<file path="src/rtl/ptw_pkg.sv">
package ptw_pkg;
  localparam int DESC_W = 32;

  typedef enum logic [1:0] {
    DT_INVALID   = 2'd0,
    DT_PAGE      = 2'd1,
    DT_SHORT_TBL = 2'd2,
    DT_LONG_TBL  = 2'd3
  } dtype_e;

  typedef enum logic [1:0] {
    ST_IDLE,
    ST_FETCH_LO,
    ST_FETCH_HI,
    ST_EVAL
  } wstate_e;
endpackage

</file>
<file path="src/rtl/ptw_addr_gen.sv">
module ptw_addr_gen #(
  parameter int LA_W    = 32,
  parameter int NUM_LVL = 3,
  parameter int IDX_W   = 8,
  parameter int LVL_W   = 2
) (
  input  logic [LA_W-1:0]            laddr,
  input  logic [ptw_pkg::DESC_W-1:0] base,
  input  logic [LVL_W-1:0]           lvl,
  input  logic                       long_tbl,
  input  logic                       indir,
  input  logic                       hi_word,
  output logic [ptw_pkg::DESC_W-1:0] addr
);
  localparam int AW = ptw_pkg::DESC_W;

  logic [IDX_W-1:0] idx_sel [NUM_LVL];
  logic [IDX_W-1:0] idx;
  logic [AW-1:0]    offs;

  for (genvar g = 0; g < NUM_LVL; g++) begin : g_idx
    assign idx_sel[g] = laddr[LA_W-1-g*IDX_W -: IDX_W];
  end

  always_comb begin
    idx = '0;
    for (int i = 0; i < NUM_LVL; i++) begin
      if (lvl == LVL_W'(i)) idx = idx_sel[i];
    end
    if (indir) idx = '0;
  end

  always_comb begin
    offs = long_tbl ? (AW'(idx) << 3) : (AW'(idx) << 2);
    addr = base + offs + (hi_word ? AW'(4) : AW'(0));
  end
endmodule

</file>
<file path="src/rtl/ptw_desc_decode.sv">
module ptw_desc_decode (
  input  logic [ptw_pkg::DESC_W-1:0] w_lo,
  input  logic [ptw_pkg::DESC_W-1:0] w_hi,
  input  logic                       is_long,
  output ptw_pkg::dtype_e            dtype,
  output logic                       wp,
  output logic [ptw_pkg::DESC_W-1:0] next_addr
);
  always_comb begin
    dtype     = ptw_pkg::dtype_e'(w_lo[1:0]);
    wp        = w_lo[2];
    next_addr = is_long ? w_hi : {w_lo[ptw_pkg::DESC_W-1:3], 3'b000};
  end
endmodule

</file>
<file path="src/rtl/ptw_result_form.sv">
module ptw_result_form #(
  parameter int LA_W    = 32,
  parameter int NUM_LVL = 3,
  parameter int IDX_W   = 8,
  parameter int LVL_W   = 2
) (
  input  logic [ptw_pkg::DESC_W-1:0] page_addr,
  input  logic [LA_W-1:0]            laddr,
  input  logic [LVL_W-1:0]           lvl,
  input  logic                       indir,
  output logic [ptw_pkg::DESC_W-1:0] paddr
);
  localparam int PA_W   = ptw_pkg::DESC_W;
  localparam int PAGE_W = LA_W - NUM_LVL*IDX_W;

  logic [PA_W-1:0] mask;
  logic [PA_W-1:0] la_ext;

  always_comb begin
    mask = '0;
    for (int i = 0; i < NUM_LVL; i++) begin
      if (lvl == LVL_W'(i))
        mask = PA_W'((64'd1 << (PAGE_W + IDX_W*(NUM_LVL-1-i))) - 64'd1);
    end
    if (indir) mask = PA_W'((64'd1 << PAGE_W) - 64'd1);
  end

  always_comb begin
    la_ext = PA_W'(laddr);
    paddr  = (page_addr & ~mask) | (la_ext & mask);
  end
endmodule

</file>
<file path="src/rtl/ptw_walker.sv">
module ptw_walker #(
  parameter int LA_W    = 32,
  parameter int NUM_LVL = 3,
  parameter int IDX_W   = 8
) (
  input  logic                       clk,
  input  logic                       rst_n,
  input  logic                       start,
  input  logic [LA_W-1:0]            laddr,
  input  logic [ptw_pkg::DESC_W-1:0] root_base,
  input  logic                       root_long,
  output logic                       busy,
  output logic                       done,
  output logic [ptw_pkg::DESC_W-1:0] res_paddr,
  output logic                       res_wp,
  output logic                       res_err,
  output logic                       rd_req,
  output logic [ptw_pkg::DESC_W-1:0] rd_addr,
  input  logic [ptw_pkg::DESC_W-1:0] rd_data,
  input  logic                       rd_valid
);
  import ptw_pkg::*;

  localparam int LVL_W = $clog2(NUM_LVL + 1);
  localparam int AW    = DESC_W;
  localparam logic [LVL_W-1:0] LAST_LVL = LVL_W'(NUM_LVL - 1);

  // reset: asynchronous assertion, synchronous release
  logic [1:0] rst_sync_q;
  logic       rst_n_s;

  always_ff @(posedge clk or negedge rst_n) begin
    if (!rst_n) rst_sync_q <= 2'b00;
    else        rst_sync_q <= {rst_sync_q[0], 1'b1};
  end
  assign rst_n_s = rst_sync_q[1];

  // walk state
  wstate_e          state_q, state_d;
  logic [LVL_W-1:0] lvl_q, lvl_d;
  logic [AW-1:0]    base_q, base_d;
  logic             long_q, long_d;
  logic             indir_q, indir_d;
  logic             wp_q, wp_d;
  logic [LA_W-1:0]  la_q, la_d;
  logic [AW-1:0]    wlo_q, whi_q;
  logic             wlo_en, whi_en;
  logic             fin, fin_err, fin_wp;
  logic             done_q;
  logic [AW-1:0]    pa_q;
  logic             rwp_q, rerr_q;

  dtype_e        dec_type;
  logic          dec_wp;
  logic [AW-1:0] dec_addr;
  logic [AW-1:0] page_pa;

  ptw_addr_gen #(
    .LA_W(LA_W), .NUM_LVL(NUM_LVL), .IDX_W(IDX_W), .LVL_W(LVL_W)
  ) u_addr (
    .laddr    (la_q),
    .base     (base_q),
    .lvl      (lvl_q),
    .long_tbl (long_q),
    .indir    (indir_q),
    .hi_word  (state_q == ST_FETCH_HI),
    .addr     (rd_addr)
  );

  ptw_desc_decode u_dec (
    .w_lo      (wlo_q),
    .w_hi      (whi_q),
    .is_long   (long_q),
    .dtype     (dec_type),
    .wp        (dec_wp),
    .next_addr (dec_addr)
  );

  ptw_result_form #(
    .LA_W(LA_W), .NUM_LVL(NUM_LVL), .IDX_W(IDX_W), .LVL_W(LVL_W)
  ) u_res (
    .page_addr (dec_addr),
    .laddr     (la_q),
    .lvl       (lvl_q),
    .indir     (indir_q),
    .paddr     (page_pa)
  );

  // next-state logic
  always_comb begin
    state_d = state_q;
    lvl_d   = lvl_q;
    base_d  = base_q;
    long_d  = long_q;
    indir_d = indir_q;
    wp_d    = wp_q;
    la_d    = la_q;
    wlo_en  = 1'b0;
    whi_en  = 1'b0;
    fin     = 1'b0;
    fin_err = 1'b0;
    fin_wp  = wp_q;
    unique case (state_q)
      ST_IDLE: begin
        if (start) begin
          la_d    = laddr;
          base_d  = root_base;
          long_d  = root_long;
          lvl_d   = '0;
          indir_d = 1'b0;
          wp_d    = 1'b0;
          state_d = ST_FETCH_LO;
        end
      end
      ST_FETCH_LO: begin
        if (rd_valid) begin
          wlo_en  = 1'b1;
          state_d = long_q ? ST_FETCH_HI : ST_EVAL;
        end
      end
      ST_FETCH_HI: begin
        if (rd_valid) begin
          whi_en  = 1'b1;
          state_d = ST_EVAL;
        end
      end
      ST_EVAL: begin
        state_d = ST_FETCH_LO;
        unique case (dec_type)
          DT_INVALID: begin
            fin     = 1'b1;
            fin_err = 1'b1;
          end
          DT_PAGE: begin
            fin    = 1'b1;
            fin_wp = wp_q | dec_wp;
          end
          default: begin
            if (indir_q) begin
              fin     = 1'b1;
              fin_err = 1'b1;
            end else begin
              wp_d   = wp_q | dec_wp;
              base_d = dec_addr;
              long_d = (dec_type == DT_LONG_TBL);
              if (lvl_q == LAST_LVL) indir_d = 1'b1;
              else                   lvl_d   = lvl_q + LVL_W'(1);
            end
          end
        endcase
        if (fin) state_d = ST_IDLE;
      end
      default: state_d = ST_IDLE;
    endcase
  end

  // registers
  always_ff @(posedge clk or negedge rst_n_s) begin
    if (!rst_n_s) begin
      state_q <= ST_IDLE;
      lvl_q   <= '0;
      base_q  <= '0;
      long_q  <= 1'b0;
      indir_q <= 1'b0;
      wp_q    <= 1'b0;
      la_q    <= '0;
      wlo_q   <= '0;
      whi_q   <= '0;
      done_q  <= 1'b0;
      pa_q    <= '0;
      rwp_q   <= 1'b0;
      rerr_q  <= 1'b0;
    end else begin
      state_q <= state_d;
      lvl_q   <= lvl_d;
      base_q  <= base_d;
      long_q  <= long_d;
      indir_q <= indir_d;
      wp_q    <= wp_d;
      la_q    <= la_d;
      done_q  <= fin;
      if (wlo_en) wlo_q <= rd_data;
      if (whi_en) whi_q <= rd_data;
      if (fin) begin
        pa_q   <= fin_err ? '0 : page_pa;
        rwp_q  <= fin_wp;
        rerr_q <= fin_err;
      end
    end
  end

  assign busy      = (state_q != ST_IDLE);
  assign rd_req    = (state_q == ST_FETCH_LO) || (state_q == ST_FETCH_HI);
  assign done      = done_q;
  assign res_paddr = pa_q;
  assign res_wp    = rwp_q;
  assign res_err   = rerr_q;


  rd_hold_chk: assert property (@(posedge clk) disable iff (!rst_n_s)
    (rd_req && !rd_valid) |=> (rd_req && $stable(rd_addr)));


  done_pulse_chk: assert property (@(posedge clk) disable iff (!rst_n_s)
    done |=> !done);


  req_in_walk_chk: assert property (@(posedge clk) disable iff (!rst_n_s)
    rd_req |-> busy);


  walk_start_chk: assert property (@(posedge clk) disable iff (!rst_n_s)
    $rose(busy) |-> $past(start));


  err_zero_chk: assert property (@(posedge clk) disable iff (!rst_n_s)
    (done && res_err) |-> (res_paddr == '0));
endmodule

</file>
<file path="config.mk">
export PLATFORM = sky130hd
export DESIGN_NAME = ptw_walker
export DESIGN_NICKNAME = d
export VERILOG_FILES = /design/src/rtl/ptw_pkg.sv /design/src/rtl/ptw_addr_gen.sv /design/src/rtl/ptw_desc_decode.sv /design/src/rtl/ptw_result_form.sv /design/src/rtl/ptw_walker.sv
export SDC_FILE = /design/constraint.sdc
export NUM_CORES = 1
export LEC_CHECK = 0
export BUFFER_PORTS_ARGS = -buffer_cell sky130_fd_sc_hd__buf_2
export CAP_MARGIN = 20
export CORE_MARGIN = 5
export CORE_UTILIZATION = 25
export CTS_CLUSTER_DIAMETER = 200
export CTS_CLUSTER_SIZE = 12
export DETAILED_ROUTE_END_ITERATION = 6
export RECOVER_POWER = 25
export SLEW_MARGIN = 20
export SYNTH_ARGS = -nofsm -noshare
export SYNTH_HDL_FRONTEND = slang
export SYNTH_SLANG_ARGS = --single-unit
</file>
<file path="constraint.sdc">
create_clock -name clk -period 7.8 [get_ports clk]
set_input_delay 0.78 -clock clk [delete_from_list [all_inputs] [get_ports clk]]
set_output_delay 0.78 -clock clk [all_outputs]
set_load 0.005 [all_outputs]
</file>
======== Yosys cells after proc, flatten, opt, wreduce, memory -nomap -nowiden ========
Index checks and enable logic that the tools add are counted.
storage, ports and cells
  bits of input ports ..................... 101
  output and inout bits ................... 69
  logic and storage cells ................. 97
  register bits ........................... 172
cells by class
  reduce and logical (&&, ||, !) cells .... 12
  equal/unequal tests ..................... 13
  muxes and demuxes ....................... 50
  add/subtract/negate cells ............... 3
  bitwise gates (word level) .............. 5
operators with widths
  cell                                                             number
  32-bit 2-to-1 mux                                                5
  24-bit 2-to-1 mux                                                4
  32-bit adder                                                     2
  32-bit one-hot mux with 2 select lines                           1
  32-bit by 24-bit AND with 32-bit output                          1
  32-bit AND                                                       1
  8-bit 2-to-1 mux                                                 4
  24-bit inverter with 32-bit output                               1
  32-bit bitwise OR                                                1
  1-bit 2-to-1 mux                                                 21
  2-bit 2-to-1 mux                                                 7
  2-bit inequality test, second input constant                     6
  11-bit 2-to-1 mux                                                1
  2-bit == test, second input constant                             4
  1-bit one-hot mux with 2 select lines                            4
  2-bit one-hot mux with 4 select lines                            1
  2-bit by 1-bit == test with 1-bit output, second input constant  3
  2-bit logical NOT                                                3
  3-bit AND reduction                                              2
  5-bit AND reduction                                              1
  2-bit one-hot mux with 2 select lines                            1
  4-bit AND reduction                                              1
  2-bit nonzero test                                               2
  3-bit 2-to-1 mux                                                 1
  other kinds (5)                                                  5

======== Longest topological paths before layout ========
Gate-level depths: netlist (run 1).
  depth in word-level cells ............... 9
  mapped depth ............................ 16
  gate-level depth less buffers ........... 15

======== Hierarchy ========
A second synthesis (run 1) with hierarchy kept.
unflattened totals
  cell total of the unflattened synthesis .. 685
  area, all modules ....................... 9,058.7 um^2
modules (own cells, without submodules)
  module           area an instance (um^2)  cells each  instances
  ptw_walker       6,870.3                  442         1
  ptw_addr_gen     1,288.7                  169         1
  ptw_desc_decode  535.5                    39          1
  ptw_result_form  364.1                    35          1

======== Least setup slack after synthesis (run 1) ========
Ideal clock, no wire load.
  kind .................................... register to output
  from .................................... reg lvl_q[0]
  to ...................................... out rd_addr[27] in the netlist's numbering
  path slack .............................. 3,721 ps
  cell stages (with the launch flop) ...... 16
  arrival time ............................ 3,299 ps
  required time ........................... 7,020 ps
  cells stage by stage .................... dfrtp_1 -> inv_1 -> ha_1 -> nor2b_1 -> a22oi_1 -> nor2_1 -> nor2_1 -> o31ai_1 -> ha_1 -> ha_1 -> fa_1 -> a21o_1 -> a221oi_2 -> o211ai_2 -> nand4bb_1 -> xnor2_1
between the ends
  cells in the longest elaborated chain, start to end .. 8
RTL lines
  element                         line                source
  start, declared                 ptw_walker.sv:40    logic [LVL_W-1:0] lvl_q, lvl_d;
  start signal, assigned          ptw_walker.sv:175   lvl_q <= lvl_d;
  2-bit logical NOT               ptw_addr_gen.sv:28  if (lvl == LVL_W'(i)) idx = idx_sel[i];
  8-bit 2-to-1 mux (2 in series)  ptw_addr_gen.sv:28
  8-bit 2-to-1 mux (*)            ptw_addr_gen.sv:28
  8-bit 2-to-1 mux (*)            ptw_addr_gen.sv:30  if (indir) idx = '0;
  11-bit 2-to-1 mux (*)           ptw_addr_gen.sv:34  offs = long_tbl ? (AW'(idx) << 3) : (AW'(idx) << 2);
  32-bit adder (*) (2 in series)  ptw_addr_gen.sv:35  addr = base + offs + (hi_word ? AW'(4) : AW'(0));
  end, declared                   ptw_walker.sv:18    output logic [ptw_pkg::DESC_W-1:0] rd_addr,
Mark *: on every way between the ends. The rest lies on a longest branch, timed or not.

======== Worst setup path after layout (run 1) ========
  from .................................... reg lvl_q[1]
  to ...................................... out rd_addr[27] in the netlist's numbering
Same word-level chain as after synthesis.

==> results.py, run 1 <==
metrics = {
    "global_routing": {
        "grtUsageMet1_pct": 18.2,
        "use_met2_pct": 21.2,
        "grt_pass1_wl_mm": 39.6,
        "grt_pass1_vias": 6553,
        "grt_busiest_layer": "met2",
        "grtUsageTotal_pct": 13.5,
        "grt_overflow_total": 0,
        "antenna_found_initial": 8,
        "met3_usage_pct": 3.95,
        "grt_max_degree": 73,
    },
    "critical_path": {
        "crit_top_cell": "ha_1",
        "reg2reg_depth": 1,
        "crit_start": "lvl_q[1]",
        "end_kind": "primary output",
        "worstPathMaxFanout": 13,
        "worst_path_largest_cell_delay_ps": 420,
        "required_ps": 7020,
        "worstSetupPathType": "reg2out",
        "cp-start-kind": "flip-flop",
        "rrSetupSlack_ps": 3680,
        "r2r-start": "rst_sync_q[1]",
        "path_cells": "inv_1, ha_1, nor2b_1, a221oi_1, nor3_1, nand2_1, o31ai_1, ha_1, ha_1, fa_1, a21o_1, a221oi_2, o211ai_2, nand4bb_1, xnor2_1, buf_2",
        "worst-path-buf-inv": 2,
        "cpMaxStageDelayCell": "fa_1",
        "r2r_end": "base_q[20]",
        "worstPathArrival_ps": 4380,
        "cp_top_family": "adder cells",
    },
    "synth": {
        "yosysUniqueCellTypes": 57,
        "synthTopCellsByArea": "dfrtp_1 50%, mux2_2 13%, o21ai_0 4.1%",
        "synth_area_mm2": 0.00857,
        "yosysTopAreaCell": "dfrtp_1",
        "postSynthNetCount": 943,
        "synth-warning-count": 0,
        "yosysMostFrequentCell": "dfrtp_1",
        "synth_edf_count": 0,
        "ys_seq_area_share_pct": 50.2,
        "ys_ff_latch": 172,
        "synth_common_cells": "172 x dfrtp_1, 98 x mux2_2, 94 x nand2_1, 71 x o21ai_0, 70 x nor2_1",
        "synth_area_per_cell_um2": 10.5,
        "async_reset_ff_share_pct": 100,
        "syn_inst": 815,
        "synth-main-ff-cell": "dfrtp_1",
        "synth_top_area_share_pct": 50.2,
    },
    "detailed_routing": {
        "dr.pass1.iters": 4,
        "vias": 6492,
        "ant_nets": 0,
        "drt-initial-drc-count": 258,
        "finalWirelength_mm": 25.7,
        "wl_per_cell_um": 18.0,
        "drc": 0,
        "via_per_inst": 4.55,
    },
    "floorplan": {
        "core_area_mm2": 0.0337,
        "start_util_pct": 25.4,
        "rows": 67,
        "io_pins": 170,
        "dieArea_mm2": 0.0381,
        "die_y_um": 195,
        "dieWidth_um": 195,
    },
    "timing": {
        "tightest_slew_ps": 2540,
        "period_minus_slack_ps": 5160,
        "slew_headroom_pct": -69.6,
        "worst_hold_slack_ps": 122,
        "finalSetupTns_ps": 0,
        "min_period_over_period_pct": 66.2,
        "clock.fmax_ghz": 0.194,
        "fin_skew_ps": 11.4,
        "drv_slew": 102,
        "setup_viol": 0,
        "timing.final.hold_violations": 0,
        "grt_setup_unrepaired": "no",
    },
    "cts": {
        "cts_root_buf": "clkbuf_16",
        "cts_tree": "yes",
        "htreeDepth": 4,
        "postCtsHoldBufs": 0,
        "cts.path.max_buffers": 2,
        "cts.repair.resized": 0,
        "worstSkewPairLatency_ps": 430,
        "clkTransAtPathRegs_ps": 70,
        "cts_setup_buffers": 0,
        "cts_buffers": 17,
        "numClockSinks": 172,
    },
    "power_and_ir_drop": {
        "sw_frac_of_total_pct": 42.1,
        "p_leak_nw": 4.77,
        "pwr-share-comb_pct": 49.2,
        "p_sw_mw": 2.07,
        "finalPower_mw": 4.92,
        "p_per_area_mw_per_mm2": 471,
        "p_clk_share_pct": 17.7,
        "irDropWorstVdd_uv": 201,
        "seqPwrFrac_pct": 33.2,
        "p_int_mw": 2.85,
    },
    "final_layout": {
        "drive_gt1_share_pct": 32.8,
        "area_growth_pct": 21.8,
        "nets": 1092,
    },
    "worst_hold_path": {
        "holdCritPathClass": "in2async",
    },
    "placed_design": {
        "dp_hpwl_mm": 20.0,
        "io_buffers": 169,
        "gp_congestion": 0.860,
    },
    "status": {
        "violations": "max-capacitance violations, max-slew violations",
        "status": "complete, but fails checks",
    },
    "flow_run": {
        "maxCapViolCount": 2,
    },
}
per-stage QoR:
| step | utilization [%] | setup WS (ps) | cells | cell area, µm² |
|---|---|---|---|---|
| after floorplan | - | 2650 | 815 | 8570 |
| after global placement | 29.2 | 3220 | 1393 | 9850 |
| after detailed placement | 29.2 | 3080 | 1393 | 9850 |
| after CTS | 31.0 | 2600 | 1425 | 10400 |
| after global routing | 31.0 | 2210 | 1425 | 10400 |
| final | 31.0 | 2640 | 1427 | 10400 |
sequential cells by signal (all words and copies together), names as in the netlist:
name        flops
res_wp          1
indir_q         1
state_q         2
base_q         32
res_paddr      32
res_err         1
wlo_q          32
done            1
wp_q            1
la_q           32
lvl_q           2
rst_sync_q      2
whi_q          32
long_q          1
power by group through the flow:
stage / registers, mW / clock network, mW / logic [mW]
floorplan: 1.54 / 0 / 1.65
global placement: 1.64 / 0 / 2.41
detailed placement: 1.65 / 0 / 2.45
CTS: 1.64 / 0.898 / 2.45
global route: 1.69 / 0.935 / 2.72
finish: 1.63 / 0.869 / 2.42
cells by family after synthesis:
logic type / Yosys count / share of synthesized area (%)
DFF: 172 / 50.2
adders and majority gates: 27 / 4.12
buffers and inverters: 70 / 3.46
xor gates and xnor gates: 26 / 2.66
muxes: 129 / 16.5
other: 1 / 0.0437
AOI/OAI and AO/OA: 179 / 12.3
and+or+nand+nor: 211 / 10.7
layer usage:
metal  vias to the layer above  part of all wire, %
met2                       124                   47
met3                        35                  5.0
li1                       3126                    -
met5                         -                 0.35
met1                      3195                   46
met4                        12                  2.0
layout make-up:
class,instances,area [µm²]
clock inverters,11,134
diodes,2,5.00
inverters,21,78.8
repair buffers,179,916
clock buffers,21,460
flip-flops and latches,172,4310
well taps,448,561
multi-input cells,573,3990
fillers,3558,23300
how the worst max path moves through the flow:
stage	to	slack, ps	cells past startpoint
final	rd_addr[27]	2640	16
after global placement	rd_addr[27]	3220	15
after CTS	rd_addr[27]	2600	16
after floorplan	base_q[0]	2650	0
after global routing	rd_addr[29]	2210	16
after detailed placement	rd_addr[27]	3080	16
layout by cell type, fill, tap and decap left out, types with 5 or more instances in the layout:
cell type    n
o211ai_1     5
o21ai_0     71
mux2i_1     31
clkbuf_16   17
a21oi_1     60
nand2_1     94
xor2_1      10
xnor2_1     16
dfrtp_1    171
mux2_2      98
nor2_1      70
o21ai_1      7
buf_4        9
nand4_1      6
inv_1       19
nand3_1     13
o31ai_1      5
buf_2      168
ha_1        25
Power figures use the tool's default switching activity.
==> inputs of run 2 (changes only) <==
clock period = 4.5 ns   (was 7.8 ns; I/O delays follow)
==> results.py, run 2 (same netlist as run 1, synthesis figures left out) <==
metrics = {
    "final_layout": {
        "layout_commonest_cell": "dfrtp_1",
        "final_cell_mix": "170 x dfrtp_1, 156 x buf_2, 98 x mux2_2, 94 x nand2_1, 70 x o21ai_0",
        "area_growth_pct": 25.3,
        "drive_gt1_share_pct": 34.5,
        "n_fill_cell": 3540,
        "nets": 1107,
    },
    "floorplan": {
        "dieArea_mm2": 0.0381,
        "start_util_pct": 25.4,
        "dieWidth_um": 195,
        "die_y_um": 195,
        "rows": 67,
        "core_area_mm2": 0.0337,
        "io_pins": 170,
    },
    "critical_path": {
        "r2r-start": "rst_sync_q[1]",
        "r2r_end": "base_q[15]",
        "rrSetupSlack_ps": 1230,
        "cpMaxStageDelayCell": "ha_2",
        "worstSetupPathType": "reg2out",
        "cp_top_family": "compound AO/OA/AOI/OAI gates",
        "cp-start-kind": "flip-flop",
        "worstPathArrival_ps": 3870,
        "end_kind": "primary output",
        "worstPathMaxFanout": 12,
        "path_cells": "inv_2, ha_4, buf_6, and3b_1, a21oi_1, o21ai_0, nand2_1, mux2i_1, ha_1, ha_2, a21oi_1, o21a_1, a2111oi_4, xor2_1, buf_2",
        "required_ps": 4050,
        "reg2reg_depth": 1,
        "worst-path-buf-inv": 3,
        "worst_path_largest_cell_delay_ps": 430,
        "crit_top_cell": "a21oi_1",
    },
    "cts": {
        "numClockSinks": 172,
        "cts_root_buf": "clkbuf_16",
        "cts_tree": "yes",
        "cts.path.max_buffers": 2,
        "clkTransAtPathRegs_ps": 70,
        "worstSkewPairLatency_ps": 430,
        "htreeDepth": 4,
        "cts_buffers": 17,
    },
    "timing": {
        "setup_slack_ps": 175,
        "slew_headroom_pct": -55.6,
        "min_period_over_period_pct": 96.1,
        "tightest_slew_ps": 2330,
        "clock.fmax_ghz": 0.231,
        "worst_hold_slack_ps": 251,
        "period_minus_slack_ps": 4320,
        "drv_slew": 52,
        "fin_skew_ps": 9.94,
        "timing.final.hold_violations": 0,
        "setup_viol": 0,
    },
    "detailed_routing": {
        "via_per_inst": 4.61,
        "dr.pass1.iters": 6,
        "drc": 0,
        "wl_per_cell_um": 18.8,
        "drt-initial-drc-count": 346,
        "vias": 6657,
        "finalWirelength_mm": 27.1,
        "ant_nets": 0,
    },
    "global_routing": {
        "grt_pass1_wl_mm": 40.3,
        "grt_max_degree": 72,
        "antenna_found_initial": 10,
        "grt_overflow_total": 0,
        "grtUsageTotal_pct": 13.8,
        "grt_pass1_vias": 6694,
    },
    "status": {
        "violations": "max-capacitance violations, max-slew violations",
        "status": "complete, but fails checks",
    },
    "worst_hold_path": {
        "min_from": "laddr[9]",
        "holdCritPathClass": "in2reg",
        "hold_path_depth": 2,
        "hold-path-endpoint": "la_q[9]",
    },
    "power_and_ir_drop": {
        "p_per_area_mw_per_mm2": 835,
        "irDropWorstVdd_uv": 313,
        "p_leak_nw": 4.83,
    },
    "placed_design": {
        "post-place-ws_ps": 81.2,
        "gp_congestion": 0.833,
        "io_buffers": 169,
        "dp_hpwl_mm": 20.3,
    },
    "flow_run": {
        "maxCapViolCount": 1,
    },
}
## run 2: changes by cell type in the layout (fill, tap and decap cells not counted), sizes merged
cell         before  now
buf             177  178
clkinvlp          3    1
dlygate4sd3       0    1
diode             2    5
bufinv            2    3
o21ai            80   81
clkinv            3    7
clkbuf           23   31
o211ai            6    7
## run 2: power breakdown
group	internal (mW)	switching (mW)
logic	1.96	2.57
registers	2.29	0.562
clock network	0.904	0.675
total	5.15	3.81
## run 2: per-stage QoR
step	power [mW]	std cells	TNS [ps]	instance area, µm²	utilization, %
2_1_floorplan	5.54	815	0	8580	-
3_3_place_gp	7.03	1396	0	9890	29.3
3_5_place_dp	7.13	1396	0	9890	29.3
4_1_cts	8.81	1430	-15.1	10600	31.3
5_1_grt	9.68	1442	-81.4	10700	31.8
6_report	8.96	1445	0	10700	31.9
## run 2: routing by layer
| layer | global-route usage (%) | part of all wire [%] |
|---|---|---|
| met1 | 18.5 | 45 |
| met4 | 4.97 | 2.3 |
| met2 | 21.2 | 46 |
| met5 | 0 | 0.25 |
| met3 | 4.03 | 5.6 |
## run 2: worst max path at each step
stage,start,end,slack (ps),cells after the start
floorplan,lvl_q[0],rd_addr[27],750,15
global placement,lvl_q[0],rd_addr[27],260,16
detailed placement,lvl_q[0],rd_addr[27],80,16
CTS,lvl_q[1],rd_addr[27],-20,16
global route,lvl_q[1],rd_addr[29],-30,17
finish,lvl_q[1],rd_addr[28],180,15
## run 2: cell type report
class,count,area [µm²],area share [%]
Inverter,21,78.8,0.734
Clock buffer,18,439,4.09
Clock inverter,14,186,1.74
Multi-Input combinational cell,575,4120,38.4
Tap cell,448,561,5.22
Sequential cell,172,4310,40.1
Antenna cell,5,12.5,0.116
Timing Repair Buffer,192,1030,9.62
## run 2: repair_timing
item                                    4_1_cts  5_1_grt
resized for setup                             5       23
endpoints found under the setup margin       11       23
setup buffers                                 1        8
pin swaps                                     2       13
cloned                                        0        2
hold endpoints to repair                      2        0
hold buffers                                  1        0
==> inputs of run 3 (changes only) <==
clock period = 4.3 ns   (was 4.5 ns; I/O delays follow)
==> results.py, run 3 (same netlist as run 1, synthesis figures left out) <==
metrics = {
    "timing": {
        "setup_slack_ps": 90.0,
        "slew_headroom_pct": -66.6,
        "period_minus_slack_ps": 4210,
        "drv_slew": 58,
        "grt_setup_unrepaired": "yes",
        "timing.final.hold_violations": 0,
        "finalSetupTns_ps": 0,
        "worst_hold_slack_ps": 231,
        "clock.fmax_ghz": 0.238,
        "fin_skew_ps": 12.9,
        "setup_viol": 0,
        "min_period_over_period_pct": 97.9,
        "tightest_slew_ps": 2500,
    },
    "placed_design": {
        "gp_congestion": 0.845,
        "dp_hpwl_mm": 20.1,
        "dpl_cell_area_mm2": 0.00990,
        "io_buffers": 169,
        "post-place-ws_ps": 171,
    },
    "global_routing": {
        "grt_pass1_vias": 6781,
        "grt_max_degree": 65,
        "grt_pass1_wl_mm": 40.6,
        "grt_overflow_total": 0,
        "grtUsageTotal_pct": 13.8,
        "antenna_found_initial": 10,
    },
    "power_and_ir_drop": {
        "p_per_area_mw_per_mm2": 889,
        "finalPower_mw": 9.70,
        "irDropWorstVdd_uv": 399,
        "p_leak_nw": 4.81,
    },
    "detailed_routing": {
        "drt-initial-drc-count": 328,
        "finalWirelength_mm": 26.5,
        "via_per_inst": 4.58,
        "ant_nets": 0,
        "vias": 6632,
        "wl_per_cell_um": 18.3,
        "drc": 0,
        "dr.pass1.iters": 5,
    },
    "final_layout": {
        "final_area_mm2": 0.0109,
        "area_growth_pct": 27.2,
        "nets": 1112,
        "layout_commonest_cell": "dfrtp_1",
        "final_cell_mix": "169 x dfrtp_1, 145 x buf_2, 98 x mux2_2, 94 x nand2_1, 68 x o21ai_0",
        "drive_gt1_share_pct": 35.8,
    },
    "critical_path": {
        "cp-start-kind": "flip-flop",
        "worstPathArrival_ps": 3780,
        "cp_top_family": "compound AO/OA/AOI/OAI gates",
        "worstSetupPathType": "reg2out",
        "worst_path_largest_cell_delay_ps": 420,
        "worstPathMaxFanout": 6,
        "cpMaxStageDelayCell": "fa_2",
        "path_cells": "inv_2, ha_4, buf_8, a22oi_2, nor2_2, buf_4, o211ai_1, o31ai_2, ha_1, fa_2, a21o_1, a221oi_4, buf_12, o211ai_4, nand4bb_1, xnor2_1, buf_2",
        "end_kind": "primary output",
        "required_ps": 3870,
        "worst-path-buf-inv": 5,
    },
    "worst_hold_path": {
        "holdCritPathClass": "in2reg",
    },
    "floorplan": {
        "dieArea_mm2": 0.0381,
        "core_area_mm2": 0.0337,
        "die_y_um": 195,
        "start_util_pct": 25.4,
        "dieWidth_um": 195,
        "rows": 67,
        "io_pins": 170,
    },
    "status": {
        "status": "complete, but fails checks",
        "violations": "max-capacitance violations, max-slew violations",
    },
    "cts": {
        "htreeDepth": 4,
        "cts_buffers": 17,
        "cts.path.max_buffers": 2,
        "numClockSinks": 172,
        "worstSkewPairLatency_ps": 430,
        "cts_tree": "yes",
        "clkTransAtPathRegs_ps": 70,
        "cts_root_buf": "clkbuf_16",
    },
    "flow_run": {
        "maxCapViolCount": 1,
    },
}
==> run 3: timing repair <==
action,in CTS,in global routing
setup buffers,7,5
endpoints found under the hold margin,2,0
hold buffers,1,0
endpoints found under the setup margin,21,23
gates cloned,1,1
pin swaps,15,32
gates resized for setup,22,39
==> run 3: worst paths after layout <==
check,startpoint,to,slack [ps],depth (start not counted)
setup / recovery,lvl_q[1],rd_addr[27],90,17
hold / removal,laddr[10],la_q[10],230,2
setup reg to reg,rst_sync_q[1],long_q,1620,0
hold reg to reg,rst_sync_q[0],rst_sync_q[1],350,0
max in group asynchronous,rst_sync_q[1],long_q,1620,0
min in group asynchronous,rst_n,rst_sync_q[0],320,2
==> run 3: layout make-up <==
cell class	count	area [µm²]
fill	3538	22800
sequential	172	4310
multi-input combinational	574	4280
timing repair buffer	198	1100
tap	448	561
clock buffer	20	447
clock inverter	12	114
inverter	21	85.1
antenna	4	10.0
==> run 3: through the flow <==
step                cells  utilization [%]
floorplan             815                -
global placement     1398             29.4
detailed placement   1398             29.4
CTS                  1439             31.6
global route         1447             32.3
finish               1449             32.4
==> run 3: power breakdown <==
| part | switching (mW) | internal, mW | total, mW |
|---|---|---|---|
| clock network | 0.671 | 0.818 | 1.49 |
| logic | 2.86 | 2.37 | 5.22 |
| registers | 0.588 | 2.39 | 2.98 |
| total | 4.12 | 5.58 | 9.70 |
==> run 3: per-layer routing <==
metal / track usage, % / up-vias / part of all wire (%)
met1: 18.3 / 3246 / 45
met3: 3.98 / 39 / 6.0
met2: 21.8 / 166 / 46
li1: - / 3169 / -
met5: 0 / - / 0.29
met4: 4.27 / 12 / 2.5
